### src/rtl/pss_pkg.sv
package pss_pkg;
   typedef enum logic [2:0] {
      S_IDLE  = 3'd0,
      S_SETUP = 3'd1,
      S_STEP  = 3'd2,
      S_WAIT  = 3'd3,
      S_GAP   = 3'd4
   } pss_state_t;
endpackage

### src/rtl/pss_cycle_timer.sv
// Free-running cycle counter, cleared on request; shared by hold, gap and timeout.
module pss_cycle_timer #(
   parameter int W = 4
) (
   input  logic         clk,
   input  logic         rst_n,
   input  logic         clr,
   output logic [W-1:0] cnt
);
   always_ff @(posedge clk or negedge rst_n) begin
      if (!rst_n)   cnt <= '0;
      else if (clr) cnt <= '0;
      else          cnt <= cnt + 1'b1;
   end
endmodule

### src/rtl/pss_done_track.sv
// Remembers a low sample of done since the pulse began; flags the following high.
module pss_done_track #(
   parameter bit DONE_REG = 1'b1
) (
   input  logic clk,
   input  logic rst_n,
   input  logic pll_done,
   input  logic arm,
   input  logic track,
   output logic shift_done
);
   logic done_s;
   logic seen_low;

   generate
      if (DONE_REG) begin : g_reg
         logic done_q;
         always_ff @(posedge clk or negedge rst_n) begin
            if (!rst_n) done_q <= 1'b1;
            else        done_q <= pll_done;
         end
         assign done_s = done_q;
      end else begin : g_direct
         assign done_s = pll_done;
      end
   endgenerate

   always_ff @(posedge clk or negedge rst_n) begin
      if (!rst_n)                 seen_low <= 1'b0;
      else if (arm)               seen_low <= 1'b0;
      else if (track && !done_s)  seen_low <= 1'b1;
   end

   assign shift_done = seen_low && done_s;
endmodule

### src/rtl/pss_step_count.sv
// Remaining-increment counter.
module pss_step_count #(
   parameter int W = 8
) (
   input  logic         clk,
   input  logic         rst_n,
   input  logic         load,
   input  logic [W-1:0] load_val,
   input  logic         dec,
   output logic         last
);
   logic [W-1:0] rem;

   always_ff @(posedge clk or negedge rst_n) begin
      if (!rst_n)    rem <= '0;
      else if (load) rem <= load_val;
      else if (dec)  rem <= rem - 1'b1;
   end

   assign last = (rem == W'(1));
endmodule

### src/rtl/phase_step_seq.sv
module phase_step_seq #(
   parameter int SEL_W     = 3,
   parameter int CNT_W     = 8,
   parameter int STEP_HOLD = 3,
   parameter int GAP_CYC   = 2,
   parameter int TIMEOUT   = 1024,
   parameter bit DONE_REG  = 1'b1
) (
   input  logic             clk,
   input  logic             rst_n,
   input  logic             req_valid,
   input  logic [SEL_W-1:0] req_sel,
   input  logic             req_up,
   input  logic [CNT_W-1:0] req_count,
   output logic             busy,
   output logic             done_cmp,
   output logic             err_tmo,
   output logic [SEL_W-1:0] pll_sel,
   output logic             pll_updn,
   output logic             pll_step,
   input  logic             pll_done
);
   import pss_pkg::*;

   localparam int MAX_A = (STEP_HOLD > GAP_CYC) ? STEP_HOLD : GAP_CYC;
   localparam int MAX_C = (MAX_A > TIMEOUT) ? MAX_A : TIMEOUT;
   localparam int TC_W  = $clog2(MAX_C + 1);
   localparam logic [TC_W-1:0] HOLD_LAST = TC_W'(STEP_HOLD - 1);
   localparam logic [TC_W-1:0] GAP_LAST  = TC_W'(GAP_CYC - 1);
   localparam logic [TC_W-1:0] TMO_LAST  = TC_W'(TIMEOUT - 1);

   generate
      if (STEP_HOLD < 2) begin : g_bad_hold
         $error("STEP_HOLD must be at least 2");
      end
      if (GAP_CYC < 1) begin : g_bad_gap
         $error("GAP_CYC must be at least 1");
      end
      if (TIMEOUT < 2) begin : g_bad_tmo
         $error("TIMEOUT must be at least 2");
      end
      if (SEL_W < 1 || CNT_W < 1) begin : g_bad_width
         $error("SEL_W and CNT_W must be positive");
      end
   endgenerate

   pss_state_t      state, nxt;
   logic [TC_W-1:0] tc;
   logic            tc_clr;
   logic            shift_done, last, arm, track, dec;
   logic            accept, zero_cmp, fin, tmo;
   logic            step_q, cmp_q, err_q, up_q;
   logic [SEL_W-1:0] sel_q;

   always_comb begin
      nxt      = state;
      accept   = 1'b0;
      zero_cmp = 1'b0;
      fin      = 1'b0;
      tmo      = 1'b0;
      unique case (state)
         S_IDLE: if (req_valid) begin
            accept = 1'b1;
            if (req_count == '0) zero_cmp = 1'b1;
            else                 nxt = S_SETUP;
         end
         S_SETUP: nxt = S_STEP;
         S_STEP:  if (tc == HOLD_LAST) nxt = S_WAIT;
         S_WAIT: begin
            if (shift_done) begin
               if (last) begin
                  fin = 1'b1;
                  nxt = S_IDLE;
               end else begin
                  nxt = S_GAP;
               end
            end else if (tc == TMO_LAST) begin
               tmo = 1'b1;
               nxt = S_IDLE;
            end
         end
         S_GAP:   if (tc == GAP_LAST) nxt = S_STEP;
         default: nxt = S_IDLE;
      endcase
   end

   assign tc_clr = (nxt != state) || (state == S_IDLE);
   assign arm    = (nxt == S_STEP) && (state != S_STEP);
   assign track  = (state == S_STEP) || (state == S_WAIT);
   assign dec    = (state == S_WAIT) && shift_done;

   always_ff @(posedge clk or negedge rst_n) begin
      if (!rst_n) begin
         state  <= S_IDLE;
         step_q <= 1'b0;
         cmp_q  <= 1'b0;
         err_q  <= 1'b0;
         sel_q  <= '0;
         up_q   <= 1'b0;
      end else begin
         state  <= nxt;
         step_q <= (nxt == S_STEP);
         cmp_q  <= zero_cmp || fin;
         err_q  <= tmo;
         if (accept) begin
            sel_q <= req_sel;
            up_q  <= req_up;
         end
      end
   end

   pss_cycle_timer #(.W(TC_W)) u_timer (
      .clk (clk),
      .rst_n (rst_n),
      .clr (tc_clr),
      .cnt (tc)
   );

   pss_done_track #(.DONE_REG(DONE_REG)) u_track (
      .clk        (clk),
      .rst_n      (rst_n),
      .pll_done   (pll_done),
      .arm        (arm),
      .track      (track),
      .shift_done (shift_done)
   );

   pss_step_count #(.W(CNT_W)) u_count (
      .clk      (clk),
      .rst_n    (rst_n),
      .load     (accept),
      .load_val (req_count),
      .dec      (dec),
      .last     (last)
   );

   assign busy     = (state != S_IDLE);
   assign done_cmp = cmp_q;
   assign err_tmo  = err_q;
   assign pll_sel  = sel_q;
   assign pll_updn = up_q;
   assign pll_step = step_q;
endmodule

### config.mk
export PLATFORM = sky130hd
export DESIGN_NAME = phase_step_seq
export DESIGN_NICKNAME = d
export VERILOG_FILES = /design/src/rtl/pss_pkg.sv /design/src/rtl/pss_cycle_timer.sv /design/src/rtl/pss_done_track.sv /design/src/rtl/pss_step_count.sv /design/src/rtl/phase_step_seq.sv
export SDC_FILE = /design/constraint.sdc
export NUM_CORES = 1
export LEC_CHECK = 0
export ABC_CLOCK_PERIOD_IN_PS = 5880
export CAP_MARGIN = 20
export CORE_MARGIN = 1.5
export CORE_UTILIZATION = 30
export DETAILED_ROUTE_END_ITERATION = 16
export GPL_TIMING_DRIVEN = 0
export MAX_ROUTING_LAYER = met4
export SLEW_MARGIN = 10
export SYNTH_ARGS = -nofsm -noshare
export SYNTH_HDL_FRONTEND = slang
export SYNTH_SLANG_ARGS = --single-unit
export TNS_END_PERCENT = 100
### constraint.sdc
create_clock -name clk -period 5.88 [get_ports clk]
set_clock_uncertainty 0.2 [all_clocks]
set_input_delay 1.176 -clock clk [delete_from_list [all_inputs] [get_ports clk]]
set_output_delay 1.176 -clock clk [all_outputs]
set_load 0.01 [all_outputs]
==> out/metrics.yaml, run 1 <==
place:
  portBuffers: 23
  place_congestion: 0.845
  hpwl_mm: 2.66
  dp_cells: 270
  placedInstanceArea_um2: 2020
setup_path:
  arrival_ps: 1640
  rr_startpoint: "state[2]$_DFF_PN0_"
  required_ps: 4500
  worstSetupPathType: "flip-flop to primary output"
  path_cells: "buf_2 -> nor2_1 -> nand2_1 -> clkdlybuf4s50_1"
  end_kind: "primary output"
  worst-r2r-cell-count: 5
  reg2reg_to: "u_count.rem[5]$_DFFE_PN0P_"
  reg2reg_slack_ps: 3750
  start_kind: "flip-flop"
  cpPeakStageDelay_ps: 480
  crit_family: "buffers and inverters"
  crit_fanout: 10
  cp.buffers_inverters: 2
  crit_path_top_delay_cell: "clkdlybuf4s50_1"
timing:
  period_share: 0.513
  slew_viol_final: 0
  fin_crit_ps: 3020
  fmax_mhz: 332
  tns_ps: 0
  tightest_slew_ps: 690
  rsz0062_at_grt: "false"
  maxSlewHeadroom: 0.540
  finalSetupViolCount: 0
  hold_viol: 0
die:
  dieHeight_um: 78.3
  coreArea_um2: 5470
  ios: 24
  fp-row-count: 27
  initial_core_util: 0.311
  design.die.area_um2: 6130
  die_x_um: 78.3
global_route:
  grt_util_met1: 0.170
  met2_usage: 0.223
  grt_pass1_vias: 1403
  grt_pass1_wl_mm: 6.62
  grt_busiest_layer: "met2"
  grtUsageTotal: 0.143
  gr-total-overflow: 0
  antenna_found_initial: 0
  grt_max_degree: 32
  use_met3: 0.0535
final_layout:
  nNetsFinal: 226
  final_common_cell: "dfrtp_1"
  finalNonFillerCells: 278
  diodes: 0
  final_cell_mix: "dfrtp_1 (30), nand2_1 (25), clkdlybuf4s50_1 (22)"
  final_cell_area_um2: 2100
  drive_gt1_frac: 0.121
  syn2layout_area_growth_pct: 23.5
  fin_util: 0.384
clock_network:
  ctsHoldBuffers: 0
  worstSkewPairLatency_ps: 290
  clockBufferDepth: 2
  cts_sinks: 31
  cts_resized: 0
  cts_root_buffer: "clkbuf_8"
  clk_pin_slew_ps: 70
  cts_setup_buffers: 0
  cts_tree: "yes"
  htree_levels: 2
  cts_buffers: 5
logic_synthesis:
  ys_warn_count: 0
  synth.net_count: 196
  syn-cell-area_um2: 1700
  synth_top_area_frac: 0.442
  syn_avg_cell_area_um2: 9.72
  synth_edf_count: 0
  synthArstFlopShare: 1.00
  synth_ff_type: "dfrtp_1"
  ys_types: 48
  seq_area_frac_synth: 0.457
  synth_area_leader_cell: "dfrtp_1"
  syn_inst: 175
  synth_area_leaders: "dfrtp_1 (44%), nand2_1 (5.5%), nor3_1 (4.1%), ha_1 (3.7%), xnor2_1 (3.1%)"
  ys_ff_latch: 31
drt:
  drc: 0
  drt_pass1_iterations: 4
  via_count: 1399
  drt_iter0_drc: 74
  wl_per_cell_um: 13.3
  ant_nets: 0
  drt-total-wl_mm: 3.71
  viasPerCell: 5.03
pwr:
  vdd_ir_drop_max_mv: 0.137
  cellPowerDensity_nw_per_um2: 412
  power.leakage_nw: 0.860
min_path:
  hp-class: "flip-flop to flip-flop"
  min_path_cells: 2
  min-delay-start: "pll_sel[0]$_DFFE_PN0P_"
  min_to: "pll_sel[0]$_DFFE_PN0P_"
status:
  status: "completed"
job:
  max-cap-violations: 0
worst min-delay path: cells and delay by family (launching register included):
family	cells	cell delay (ps)
DFF	1	350
and+or+nand+nor	2	100
sequential cells by signal, summed over array words and instances, names as in the netlist, 3 cells and up:
| name | count |
|---|---|
| u_timer.cnt | 11 |
| state | 3 |
| pll_sel | 3 |
| u_count.rem | 8 |
where the power goes:
group          switching (mW)  internal, mW
logic                   0.194         0.177
registers              0.0539         0.275
clock network          0.0834        0.0809
total                   0.332         0.533
worst max path at each step:
stage	start	to	cells after the start
after floorplan	req_valid	u_count.rem[5]$_DFFE_PN0P_	4
final	state[0]$_DFF_PN0_	busy	4
after CTS	state[0]$_DFF_PN0_	busy	4
after detailed placement	req_valid	u_count.rem[5]$_DFFE_PN0P_	5
after global routing	state[0]$_DFF_PN0_	busy	4
after global placement	req_valid	u_count.rem[5]$_DFFE_PN0P_	5
per-stage QoR:
stage	hold WS, ps	setup slack, ps	power, mW
after CTS	283	2840	0.879
after floorplan	291	3470	0.583
after global placement	260	2760	0.704
final	277	2860	0.864
after detailed placement	268	2730	0.709
after global routing	295	2730	0.945
final cells by class:
| class | instances | area (um2) |
|---|---|---|
| Multi-Input combinational cell | 126 | 830 |
| Timing Repair Buffer | 23 | 225 |
| Fill cell | 565 | 3370 |
| Clock buffer | 5 | 68.8 |
| Buffer | 8 | 56.3 |
| Sequential cell | 31 | 777 |
| Inverter | 10 | 37.5 |
| Clock inverter | 3 | 15.0 |
| Tap cell | 72 | 90.1 |
cell usage after synthesis, drive strengths merged (3+ instances only):
master	n
dfrtp	30
nand2	26
nor3	14
nand3	11
inv	10
buf	6
nor2	6
nor4	6
xnor2	6
ha	5
a221o	4
a21oi	3
a2bb2oi	3
nand4	3
nand4b	3
o211ai	3
or4	3
xor2	3
logic make-up (layout without fill, tap and decap cells):
group,after synthesis,after routing,share of synthesized area
mux,1,1,0.00589
simple gates,86,86,0.278
compound gates,25,25,0.121
buf+inv,18,49,0.0552
xor+xnor,9,9,0.0464
flops,31,31,0.457
fa+ha+maj,5,5,0.0368
per-layer routing:
metal,share of wire,routed length (um),vias up
li1,-,-,692
met1,0.47,1730,678
met2,0.48,1780,27
met3,0.050,187,2
met4,0.0046,17,0
met5,0,0,-
Power figures use the tool's default switching activity.
==> inputs of run 2 (changes only) <==
--- a/config.mk
+++ b/config.mk
@@ -5,7 +5,7 @@
 export SDC_FILE = /design/constraint.sdc
 export NUM_CORES = 1
 export LEC_CHECK = 0
-export ABC_CLOCK_PERIOD_IN_PS = 5880
+export ABC_CLOCK_PERIOD_IN_PS = 2450
 export CAP_MARGIN = 20
 export CORE_MARGIN = 1.5
 export CORE_UTILIZATION = 30
==> constraint.sdc (replaced) <==
create_clock -name clk -period 2.45 [get_ports clk]
set_clock_uncertainty 0.2 [all_clocks]
set_input_delay 0.49 -clock clk [delete_from_list [all_inputs] [get_ports clk]]
set_output_delay 0.49 -clock clk [all_outputs]
set_load 0.01 [all_outputs]
==> run 2 against run 1 <==
  * Hold slack worse by 240 ps
  * Global-route usage unchanged
  * Highest routed layer unchanged
  * Sequential cell count unchanged
  * Critical path type unchanged
  * Largest power group unchanged
==> out/metrics.yaml, run 2 (synthesis results as in run 1) <==
place:
  portBuffers: 23
  place_congestion: 0.845
  hpwl_mm: 2.66
global_route:
  grt_pass1_vias: 1403
  use_met3: 0.0535
  grtUsageTotal: 0.143
  grt_busiest_layer: "met2"
  grt_util_met1: 0.170
  grt_max_degree: 32
  gr-total-overflow: 0
  met2_usage: 0.223
  antenna_found_initial: 0
  grt_pass1_wl_mm: 6.62
clock_network:
  cts_sinks: 31
  cts_resized: 0
  clockBufferDepth: 2
  cts_tree: "yes"
  cts_root_buffer: "clkbuf_8"
  htree_levels: 2
  clk_pin_slew_ps: 70
  cts_setup_buffers: 0
  worstSkewPairLatency_ps: 280
  cts_buffers: 5
  ctsHoldBuffers: 0
setup_path:
  cpPeakStageDelay_ps: 520
  start_kind: "flip-flop"
  crit_family: "buffers and inverters"
  crit_fanout: 10
  required_ps: 1760
  cp.buffers_inverters: 3
  path_cells: "buf_2 -> inv_1 -> nand2_1 -> clkdlybuf4s50_1"
  arrival_ps: 1600
  worstSetupPathType: "flip-flop to primary output"
  crit_path_top_delay_cell: "clkdlybuf4s50_1"
  end_kind: "primary output"
timing:
  finalSetupViolCount: 0
  tns_ps: 0
  slew_viol_final: 0
  fmax_mhz: 436
  tightest_slew_ps: 689
  hold_viol: 0
  rsz0062_at_grt: "false"
  fin_crit_ps: 2290
  hold_ws_ps: 38.4
  period_share: 0.936
  maxSlewHeadroom: 0.541
drt:
  drt_pass1_iterations: 4
  ant_nets: 0
  drc: 0
  viasPerCell: 5.04
  drt_iter0_drc: 74
  via_count: 1400
  wl_per_cell_um: 13.4
  drt-total-wl_mm: 3.72
final_layout:
  drive_gt1_frac: 0.126
  top_register: "u_timer.cnt"
  final_cell_mix: "dfrtp_1 (30), nand2_1 (25), clkdlybuf4s50_1 (22)"
  largest_reg_flops: 11
  fillers: 567
  top_regs: "u_timer.cnt x11, u_count.rem x8"
  diodes: 0
  syn2layout_area_growth_pct: 23.6
  nNetsFinal: 226
  final_common_cell: "dfrtp_1"
pwr:
  vdd_ir_drop_max_mv: 0.330
  cellPowerDensity_nw_per_um2: 990
  fin_total_pwr_mw: 2.08
  power.leakage_nw: 0.860
status:
  status: "completed"
die:
  die_x_um: 78.3
  ios: 24
  dieHeight_um: 78.3
  initial_core_util: 0.311
  coreArea_um2: 5470
  design.die.area_um2: 6130
  fp-row-count: 27
min_path:
  hp-class: "primary input to async pin"
job:
  max-cap-violations: 0
==> run 2: per-stage QoR <==
stage | worst slack, ps | cell area, um2 | utilization | cells
after floorplan | 524 | 1700 | - | 175
after global placement | 15.3 | 2020 | 0.369 | 270
after detailed placement | -14.5 | 2020 | 0.368 | 270
after CTS | 99.8 | 2100 | 0.384 | 278
after global routing | 48.4 | 2100 | 0.384 | 278
final | 156 | 2100 | 0.384 | 278
==> run 2: area by class of cell <==
type	instances	area [um2]	area share
Sequential cell	31	777	0.370
Multi-Input combinational cell	126	832	0.396
Tap cell	72	90.1	0.0429
Clock buffer	5	68.8	0.0327
Buffer	8	56.3	0.0268
Clock inverter	3	15.0	0.00714
Inverter	10	37.5	0.0179
Timing Repair Buffer	23	225	0.107
==> run 2: per-layer routing <==
layer / vias to the layer above / share of wire
li1: 691 / -
met1: 681 / 0.47
met2: 24 / 0.48
met3: 4 / 0.046
met4: 0 / 0.0062
met5: - / 0
==> run 2: path summary, 6_finish.rpt <==
| check | endpoint | startpoint | cells after the start | slack [ps] |
|---|---|---|---|---|
| min in group clk | pll_sel[0]$_DFFE_PN0P_ | pll_sel[0]$_DFFE_PN0P_ | 2 | 280 |
| setup / recovery | busy | state[2]$_DFF_PN0_ | 4 | 160 |
| setup reg to reg | u_count.rem[5]$_DFFE_PN0P_ | state[2]$_DFF_PN0_ | 5 | 310 |
| hold / removal | u_count.rem[0]$_DFFE_PN0P_ | rst_n | 1 | 40 |
| max in group asynchronous | u_timer.cnt[0]$_DFF_PN0_ | rst_n | 1 | 1560 |
| hold reg to reg | pll_sel[0]$_DFFE_PN0P_ | pll_sel[0]$_DFFE_PN0P_ | 2 | 280 |
==> run 2: worst register-to-register path: cells and delay by family, from the launching register on <==
kind,cells,cell delay (ps)
flip-flops,1,380
AND/OR/NAND/NOR,1,540
AO/OA/AOI/OAI,3,720
buffers and inverters,1,190
==> run 2: report_power, final <==
group          internal, mW  switching (mW)  leakage (nW)  total, mW
registers             0.660           0.131         0.401      0.791
clock network         0.194           0.200        0.0477      0.394
logic                 0.426           0.469         0.411      0.895
total                  1.28           0.800         0.860       2.08
==> inputs of run 3 (changes only) <==
--- a/config.mk
+++ b/config.mk
@@ -9,11 +9,13 @@
 export CAP_MARGIN = 20
 export CORE_MARGIN = 1.5
 export CORE_UTILIZATION = 30
+export CTS_CLUSTER_DIAMETER = 100
 export DETAILED_ROUTE_END_ITERATION = 16
 export GPL_TIMING_DRIVEN = 0
 export MAX_ROUTING_LAYER = met4
 export SLEW_MARGIN = 10
 export SYNTH_ARGS = -nofsm -noshare
 export SYNTH_HDL_FRONTEND = slang
+export SYNTH_HIERARCHICAL = 1
 export SYNTH_SLANG_ARGS = --single-unit
 export TNS_END_PERCENT = 100
==> run 3 against run 2 <==
  * Global-route usage barely moved
  * First-iteration DRC count fell by 8.1%
  * Fmax increased by 2.0%
  * Synthesized cell count fell by 6.9%
  * Non-clock buffer count down 3
  * Area after synthesis fell by 3.2%
  * Critical path type is now flip-flop to flip-flop
  * Routed wire length is 2.5% lower
  * Clock power rose by 7.1%
  * Total power increased by 0.63%
  * Count of clock-buffer cells in the layout grew 2
  * Die area decreased by 3.1%
==> out/metrics.yaml, run 3 <==
logic_synthesis:
  syn_inst: 163
  syn-cell-area_um2: 1650
  ys_types: 45
  synth_ff_type: "dfrtp_1"
  synth.most_common_cell: "dfrtp_1"
  synth.net_count: 182
  synthTopCellsByCount: "dfrtp_1 (30), nand2_1 (14), o21ai_0 (9)"
  ys_warn_count: 6
  synthArstFlopShare: 1.00
  synth_area_leader_cell: "dfrtp_1"
  synth_area_leaders: "dfrtp_1 (46%), nand2_1 (3.2%), or4_1 (3.2%), o21ai_0 (2.7%), mux2_1 (2.7%)"
  synth_top_area_frac: 0.456
  synth_edf_count: 0
  seq_area_frac_synth: 0.472
  ys_ff_latch: 31
  syn_avg_cell_area_um2: 10.1
final_layout:
  drive_gt1_frac: 0.160
  final_common_cell: "dfrtp_1"
  largest_reg_flops: 11
  top_regs: "u_timer/cnt x11, u_count/rem x8"
  diodes: 0
  syn2layout_area_growth_pct: 25.8
  final_cell_mix: "dfrtp_1 (30), clkdlybuf4s50_1 (21), nand2_1 (14)"
  top_register: "u_timer/cnt"
  nNetsFinal: 212
  fillers: 545
setup_path:
  rr_startpoint: "state[1]$_DFF_PN0_"
  worst-r2r-cell-count: 6
  crit_fanout: 10
  reg2reg_slack_ps: 200
  end_kind: "flip-flop"
  arrival_ps: 2250
  start_kind: "flip-flop"
  reg2reg_to: "u_count/rem[3]$_DFFE_PN0P_"
  required_ps: 2450
  worstSetupPathType: "flip-flop to flip-flop"
global_route:
  grt_pass1_wl_mm: 6.44
  grt_max_degree: 32
  gr-total-overflow: 0
  antenna_found_initial: 0
  grtUsageTotal: 0.144
  grt_pass1_vias: 1361
die:
  coreArea_um2: 5200
  dieHeight_um: 77.1
  design.die.area_um2: 5940
  ios: 24
  fp-row-count: 26
  die_x_um: 77.1
  initial_core_util: 0.316
timing:
  tightest_slew_ps: 702
  rsz0062_at_grt: "false"
  hold_viol: 0
  period_share: 0.918
  slew_viol_final: 0
  finalSetupViolCount: 0
  setup_ws_ps: 200
  maxSlewHeadroom: 0.532
  hold_ws_ps: 44.5
  fmax_mhz: 445
  fin_crit_ps: 2250
  tns_ps: 0
clock_network:
  cts_root_buffer: "clkbuf_8"
  cts_sinks: 31
  worstSkewPairLatency_ps: 290
  clk_pin_slew_ps: 60
  htree_levels: 2
  cts_buffers: 5
  cts_tree: "yes"
  clockBufferDepth: 2
job:
  max-cap-violations: 0
pwr:
  power.leakage_nw: 0.795
  fin_total_pwr_mw: 2.09
  vdd_ir_drop_max_mv: 0.519
  cellPowerDensity_nw_per_um2: 1010
drt:
  ant_nets: 0
  drt_iter0_drc: 68
  via_count: 1343
  drt_pass1_iterations: 4
  drc: 0
  drt-total-wl_mm: 3.62
  viasPerCell: 5.09
  wl_per_cell_um: 13.7
place:
  hpwl_mm: 2.46
  post-place-ws_ps: -96.9
  place_congestion: 0.802
  portBuffers: 23
min_path:
  hp-class: "primary input to async pin"
status:
  status: "completed"
run 3: cell types whose count changed after synthesis, sizes merged, moves of 5 or more:
cell and change:
a21oi +5, nor4 -5, nand3 -5, nand2 -12, or4 +7, o21ai +10
nor3 -10
run 3: critical path: stages, from the launching register on:
cell and delay, ps:
dfrtp_1 330, clkbuf_4 200, nor2b_4 180, and3_4 230, or3b_4 420, or3_2 420, a31oi_1 190
run 3: where the power goes:
| group | switching [mW] | leakage, nW | internal, mW |
|---|---|---|---|
| combinational | 0.447 | 0.354 | 0.409 |
| clock | 0.196 | 0.0482 | 0.226 |
| sequential | 0.139 | 0.392 | 0.676 |
| total | 0.782 | 0.795 | 1.31 |
run 3: worst max-delay path by stage:
stage               cells past startpoint  slack, ps                         end                     start
finish                                  6        200  u_count/rem[3]$_DFFE_PN0P_        state[1]$_DFF_PN0_
CTS                                     6          2  u_count/rem[3]$_DFFE_PN0P_        state[1]$_DFF_PN0_
global route                            6         40    u_timer/cnt[3]$_DFF_PN0_  u_timer/cnt[3]$_DFF_PN0_
detailed placement                      6       -100  u_count/rem[3]$_DFFE_PN0P_        state[1]$_DFF_PN0_
global placement                        6        -60  u_count/rem[7]$_DFFE_PN0P_        state[1]$_DFF_PN0_
floorplan                               6        190  u_count/rem[3]$_DFFE_PN0P_        state[1]$_DFF_PN0_
run 3: final cells by class:
type	count	area, um2	share of cell area
Clock buffer	7	86.3	0.0417
Clock inverter	1	5.00	0.00242
Inverter	7	26.3	0.0127
Multi-Input combinational cell	120	835	0.403
Sequential cell	31	777	0.375
Tap cell	70	87.6	0.0423
Timing Repair Buffer	23	228	0.110
Buffer	5	25.0	0.0121
run 3: timing repair:
item,in CTS,in global routing
hold buffers,0,0
setup endpoints to repair,3,4
hold endpoints to repair,0,0
setup buffers,0,0
gates resized for setup,2,5
pin swaps,0,0
run 3: routing by layer:
layer | global-route usage | vias up | wire (um)
met1 | 0.168 | 652 | 1670
met2 | 0.218 | 31 | 1690
met4 | 0.0564 | 0 | 25
met5 | - | - | 0
li1 | - | 658 | -
met3 | 0.0619 | 2 | 235
run 3: kinds of logic after synthesis:
logic type / count (synthesis) / share of synthesized area
AOI/OAI and AO/OA: 34 / 0.133
xor gates and xnor gates: 7 / 0.0373
adders and majority gates: 3 / 0.0228
buffers and inverters: 12 / 0.0297
DFF: 31 / 0.472
muxes: 4 / 0.0274
and+or+nand+nor: 72 / 0.278
run 3: through the flow:
| stage | utilization | cell area (um2) | std cells |
|---|---|---|---|
| floorplan | - | 1650 | 163 |
| global placement | 0.377 | 1960 | 256 |
| detailed placement | 0.376 | 1960 | 256 |
| CTS | 0.394 | 2050 | 264 |
| global route | 0.398 | 2070 | 264 |
| finish | 0.398 | 2070 | 264 |
